File: src/rtl/int_entry_seq.sv
module int_entry_seq #(
  parameter int          NSRC     = 8,
  parameter int          DW       = 16,
  parameter logic [7:0]  GROUPED  = 8'hC0,
  parameter logic [15:0] VEC_BASE = 16'hFFC0,
  parameter logic [15:0] SR_KEEP  = 16'h0007,
  parameter int          GIE_BIT  = 3
) (
  input  logic            clk,
  input  logic            rst_n,
  input  logic [NSRC-1:0] evt_i,
  input  logic [NSRC-1:0] flag_clr_i,
  input  logic [NSRC-1:0] en_i,
  input  logic            instr_done_i,
  input  logic [DW-1:0]   pc_i,
  input  logic [DW-1:0]   sr_i,
  input  logic [DW-1:0]   sp_i,
  output logic            mem_req_o,
  output logic            mem_we_o,
  output logic [DW-1:0]   mem_addr_o,
  output logic [DW-1:0]   mem_wdata_o,
  input  logic [DW-1:0]   mem_rdata_i,
  output logic            sr_wr_o,
  output logic [DW-1:0]   sr_new_o,
  output logic            sp_we_o,
  output logic [DW-1:0]   sp_o,
  output logic            pc_load_o,
  output logic [DW-1:0]   pc_new_o,
  output logic            busy_o,
  output logic [NSRC-1:0] flag_o
);
  localparam int IW = $clog2(NSRC + 2);
  localparam logic [DW-1:0] KEEP = DW'(SR_KEEP) & ~(DW'(1) << GIE_BIT);

  typedef enum logic [2:0] {
    S_IDLE, S_WAIT, S_PUSH_PC, S_PUSH_SR, S_CLR_SR, S_SELECT, S_FETCH, S_LOAD
  } st_t;

  st_t            st_q;
  logic [NSRC-1:0] flag_q, auto_clr, pend;
  logic [DW-1:0]  pc_q, sr_q, sp_q, vec_q;
  logic [IW-1:0]  vidx_q, vidx_d;
  logic           req;

  assign pend = flag_q & en_i;
  assign req  = (|pend) && sr_i[GIE_BIT];

  always_comb begin
    vidx_d   = IW'(NSRC + 1);
    auto_clr = '0;
    for (int i = NSRC - 1; i >= 0; i--) begin
      if (pend[i]) begin
        vidx_d   = GROUPED[i] ? IW'(NSRC) : IW'(i);
        auto_clr = '0;
        auto_clr[i] = ~GROUPED[i];
      end
    end
  end

  always_ff @(posedge clk or negedge rst_n) begin
    if (!rst_n) flag_q <= '0;
    else flag_q <= (flag_q & ~(flag_clr_i | ((st_q == S_SELECT) ? auto_clr : '0))) | evt_i;
  end

  always_ff @(posedge clk or negedge rst_n) begin
    if (!rst_n) begin
      st_q   <= S_IDLE;
      pc_q   <= '0;
      sr_q   <= '0;
      sp_q   <= '0;
      vec_q  <= '0;
      vidx_q <= '0;
    end else begin
      case (st_q)
        S_IDLE:    if (req) st_q <= S_WAIT;
        S_WAIT:    if (instr_done_i) begin
                     st_q <= S_PUSH_PC;
                     pc_q <= pc_i;
                     sr_q <= sr_i;
                     sp_q <= sp_i - DW'(2);
                   end
        S_PUSH_PC: begin st_q <= S_PUSH_SR; sp_q <= sp_q - DW'(2); end
        S_PUSH_SR: st_q <= S_CLR_SR;
        S_CLR_SR:  st_q <= S_SELECT;
        S_SELECT:  begin st_q <= S_FETCH; vidx_q <= vidx_d; end
        S_FETCH:   begin st_q <= S_LOAD; vec_q <= mem_rdata_i; end
        default:   st_q <= S_IDLE;
      endcase
    end
  end

  assign mem_req_o   = (st_q == S_PUSH_PC) || (st_q == S_PUSH_SR) || (st_q == S_FETCH);
  assign mem_we_o    = (st_q == S_PUSH_PC) || (st_q == S_PUSH_SR);
  assign mem_addr_o  = (st_q == S_FETCH) ? VEC_BASE + DW'({vidx_q, 1'b0}) : sp_q;
  assign mem_wdata_o = (st_q == S_PUSH_SR) ? sr_q : pc_q;
  assign sr_wr_o     = (st_q == S_CLR_SR);
  assign sr_new_o    = sr_q & KEEP;
  assign sp_we_o     = (st_q == S_CLR_SR);
  assign sp_o        = sp_q;
  assign pc_load_o   = (st_q == S_LOAD);
  assign pc_new_o    = vec_q;
  assign busy_o      = (st_q != S_IDLE);
  assign flag_o      = flag_q;
endmodule


File: config.mk
export PLATFORM = sky130hd
export DESIGN_NAME = int_entry_seq
export DESIGN_NICKNAME = d
export VERILOG_FILES = /design/src/rtl/int_entry_seq.sv
export SDC_FILE = /design/constraint.sdc
export NUM_CORES = 1
export LEC_CHECK = 0
export CORE_MARGIN = 3
export CORE_UTILIZATION = 46
export DETAILED_ROUTE_END_ITERATION = 12
export GPL_TIMING_DRIVEN = 1
export PLACE_DENSITY = 0.86
export SLEW_MARGIN = 40
export SYNTH_ARGS = -nofsm -noshare
export SYNTH_HDL_FRONTEND = slang
export SYNTH_SLANG_ARGS = --single-unit
File: constraint.sdc
create_clock -name clk -period 4.69 [get_ports clk]
set_clock_uncertainty 0.05 [all_clocks]
set_input_delay 0.938 -clock clk [delete_from_list [all_inputs] [get_ports clk]]
set_output_delay 0.938 -clock clk [all_outputs]
set_load 0.01 [all_outputs]
==> metrics.md <==
| Metric | Value |
|---|---|
| Outcome | finished clean |
| Yosys cell types | 53 |
| Fin crit period | roughly 3700 ps |
| WP depth | 5 |
| I/O pin cnt | about 190 |
| H-tree depth reported by CTS | 3 |
| Setup TNS | 0 ps |
| Core area | 8891 um2 |
| Mean Syn Cell Area | 8.992 um2 |
| Max FO, Critical Path | 17 |
| Fin cells | 746 |
| Max VDD drop | approximately 370 uV |
| RSZ-0062 raised after global routing | no |
| Worst setup path endpoint | mem_wdata_o[6] |
| Fin crit share | about four fifths |
| Synthesized area | 4289 um2 |
| Final count of pins violating max slew | 0 |
| Total track usage | a little under a quarter |
| Hold buffers post-CTS | 0 |
| Sw frac | around 37% |
| Starting DRT DRC Count | between 200 and 250 |
| Routability cong. | approximately 0.88 |
| Sequential element share of the synthesized area | between 40 and 50% |
| Max cap viols | 0 |
| DP HPWL | around 8800 um |
| Syn. warnings | 0 |
| Synth Flop Type | dfrtp_1 |
| Clk root buf | clkbuf_8 |
| CTS tree | built |
| Crit path capture type | output pin |
| Footprint of the multi-input gates | between 2000 and 2500 um2 |
| Hold Path Class | reg2reg |
| Clk buf depth | 2 |
| Seq cells post-synth | slightly below 80 |
| WL per Instance | between 15 and 20 um |
| Top Family by Delay on Critical Path | buffers and inverters |
| Leak | 2.697 nW |
| CP max stage cell | dfrtp_1 |
| Share of layout cells above drive strength 1 | between 10% and 20% |
| GR Overflow Total | 0 |
| Number of routed nets with antenna violations | 0 |
| Max Clock Freq | between 200 and 300 MHz |
| Sink Count | 79 |
| PwrDens | slightly below 600 nW/um2 |
| CTS buffer count | 9 |
| DRC Markers | 0 |
| Async S/R FF share, synth | 100.0% |
| Vias in the first global route | ~4,000 |
| Critical R2R Launch | st_q[2] |
| Switching power | ~0.0014 W |
| Setup Buffers After CTS | 0 |
| Fillers | 677 |
| Crit path largest cell delay | ~590 ps |
| Internal | between 0.002 and 0.0025 W |
| Post-synth EDFFs | 0 |
| Post-cts sizing count | 0 |
| Area growth from synthesis to layout | 45.07% |
| Row count | 34 |
| Reg power frac | 34.5% |
| Nets | 725 |
| First-pass GRT wire length | ~20,000 um |
| Largest net degree at the start of global routing | 80 |
| Initial core utilization | approximately 48% |
| Hold Fails Final Rpt | 0 |
| CP arrival | 2710 ps |
| Slew HR | approximately 45% |
| Final Setup Violations | 0 |
| Die height | around 100 um |
| Worst reg2reg path depth | 5 |
| Clock power frac | between 10% and 20% |
| Reg-to-reg endpoint | sp_o[12] |
| Most frequent cells in the layout | 170 x clkdlybuf4s50_1, 139 x nand2_1, 79 x dfrtp_1 |
| Die footprint | 10,520 um2 |
| Total Wirelength | between 10,000 and 15,000 um |
| Most common cell after layout, fill and taps aside | clkdlybuf4s50_1 |
| Crit path from | st_q[1] |
| Ant. Diodes | 0 |
| Reg area | between 1500 and 2000 um2 |
| DP Cell Count | 730 |
| Via density per instance | ~5.4 |
| Bufs and invs on worst path | 2 |
| Die X | 102.6 um |
| CP Class | reg2out |
| Slew @ Worst Pin | between 800 and 900 ps |
| Worst-path clk slew | 90 ps |
| Worst skew pair latency | 350 ps |
| Critical Path Start Type | register |
| Flop-to-flop setup slack | 1800 ps |
| Port bufs | roughly 170 |
| Mapped Cells | between 400 and 500 |
| Critical path cell sequence | inv_1 -> nor2_1 -> nand2_1 -> mux2_2 -> clkdlybuf4s50_1 |
| Worst EP required | roughly 3700 ps |
| Pre-Repair DR Iteration Count | 5 |
| Initial antenna violation count | 0 |
| Vias post-DR | about 4,000 |
| Logic pwr share | between 50% and 60% |
==> cell type report <==
class | instances | share of cell area (%)
timing repair buffer | 175 | 28.01
tap | 108 | 2.172
clock inverter | 6 | 1.086
multi-input combinational | 355 | 33.96
clock buffer | 10 | 2.212
sequential | 79 | 31.77
inverter | 13 | 0.7842
==> flip-flops by register name, indices dropped and copies added, names as in the netlist <==
name / cells
vidx_q: 4
pc_q: 16
st_q: 3
sp_o: 16
sr_q: 16
pc_new_o: 16
flag_o: 8
==> routing by layer <==
| metal | track usage, % | wire length [um] |
|---|---|---|
| met1 | 29.38 | 4806 |
| met2 | 39.13 | 5998 |
| met3 | 6.563 | 1096 |
| met4 | 8.577 | 213 |
| met5 | 0 | 0 |
==> per-stage QoR <==
stage	hold WS [ps]	util [%]	cell area (um2)	setup slack (ps)	power [W]
after global placement	401.6	67.56	6007	1339	0.003063
after floorplan	390.1	-	4334	1900	0.002173
final	426.5	69.98	6222	992.7	0.003653
after global routing	460.2	69.98	6222	805.4	0.003910
after CTS	432.5	69.91	6216	992.6	0.003676
after detailed placement	410.3	67.60	6011	1245	0.003136
==> power groups by stage <==
stage / sequential [W] / clock [W] / combinational [W]
after floorplan: 0.00123 / 0 / 0.000947
final: 0.00126 / 0.000525 / 0.00187
after global routing: 0.00131 / 0.000572 / 0.00203
after detailed placement: 0.00127 / 0 / 0.00187
after CTS: 0.00126 / 0.000538 / 0.00188
after global placement: 0.00124 / 0 / 0.00183
==> Yosys cell counts (4+ instances only) <==
library cell	number	area share, %
nand2_1	139	12
dfrtp_1	79	46
mux2_2	36	9.5
clkbuf_1	24	2.1
nor2_1	22	1.9
buf_4	17	3.0
nor3_1	15	1.8
a21oi_1	14	1.6
inv_1	13	1.1
o21ai_0	13	1.5
nand2b_1	9	1.3
or4_1	9	1.6
a31o_2	6	1.2
o211ai_1	5	0.88
or3_1	5	0.73
a211oi_1	4	0.70
nand3_1	4	0.47
nor3b_1	4	0.70
==> worst min-delay path by stage <==
| stage | startpoint | to | slack [ps] | depth (start not counted) |
|---|---|---|---|---|
| floorplan | pc_q[0] | pc_q[0] | 390 | 2 |
| global placement | pc_q[4] | pc_q[4] | 400 | 2 |
| global route | sr_q[8] | sr_q[8] | 460 | 2 |
| finish | pc_q[1] | pc_q[1] | 430 | 2 |
| detailed placement | pc_q[1] | pc_q[1] | 410 | 2 |
| CTS | pc_q[1] | pc_q[1] | 430 | 2 |
==> tightest hold or removal path, cell delays in order, from the launching register on <==
cell and delay, ps:
dfrtp_1 350, nand2_1 50, nand2_1 50
==> logic make-up (layout without fill, tap and decap cells) <==
group	after synthesis	in the layout	synth area share, %
compound gates	71	71	11.93
xor+xnor	2	2	0.4085
fa+ha+maj	1	1	0.2917
buf+inv	55	204	6.301
flops	79	79	46.09
mux	40	40	10.50
other cells	1	13	0.08743
simple gates	228	228	24.39
Note: power is estimated with default switching activity, not from simulation.
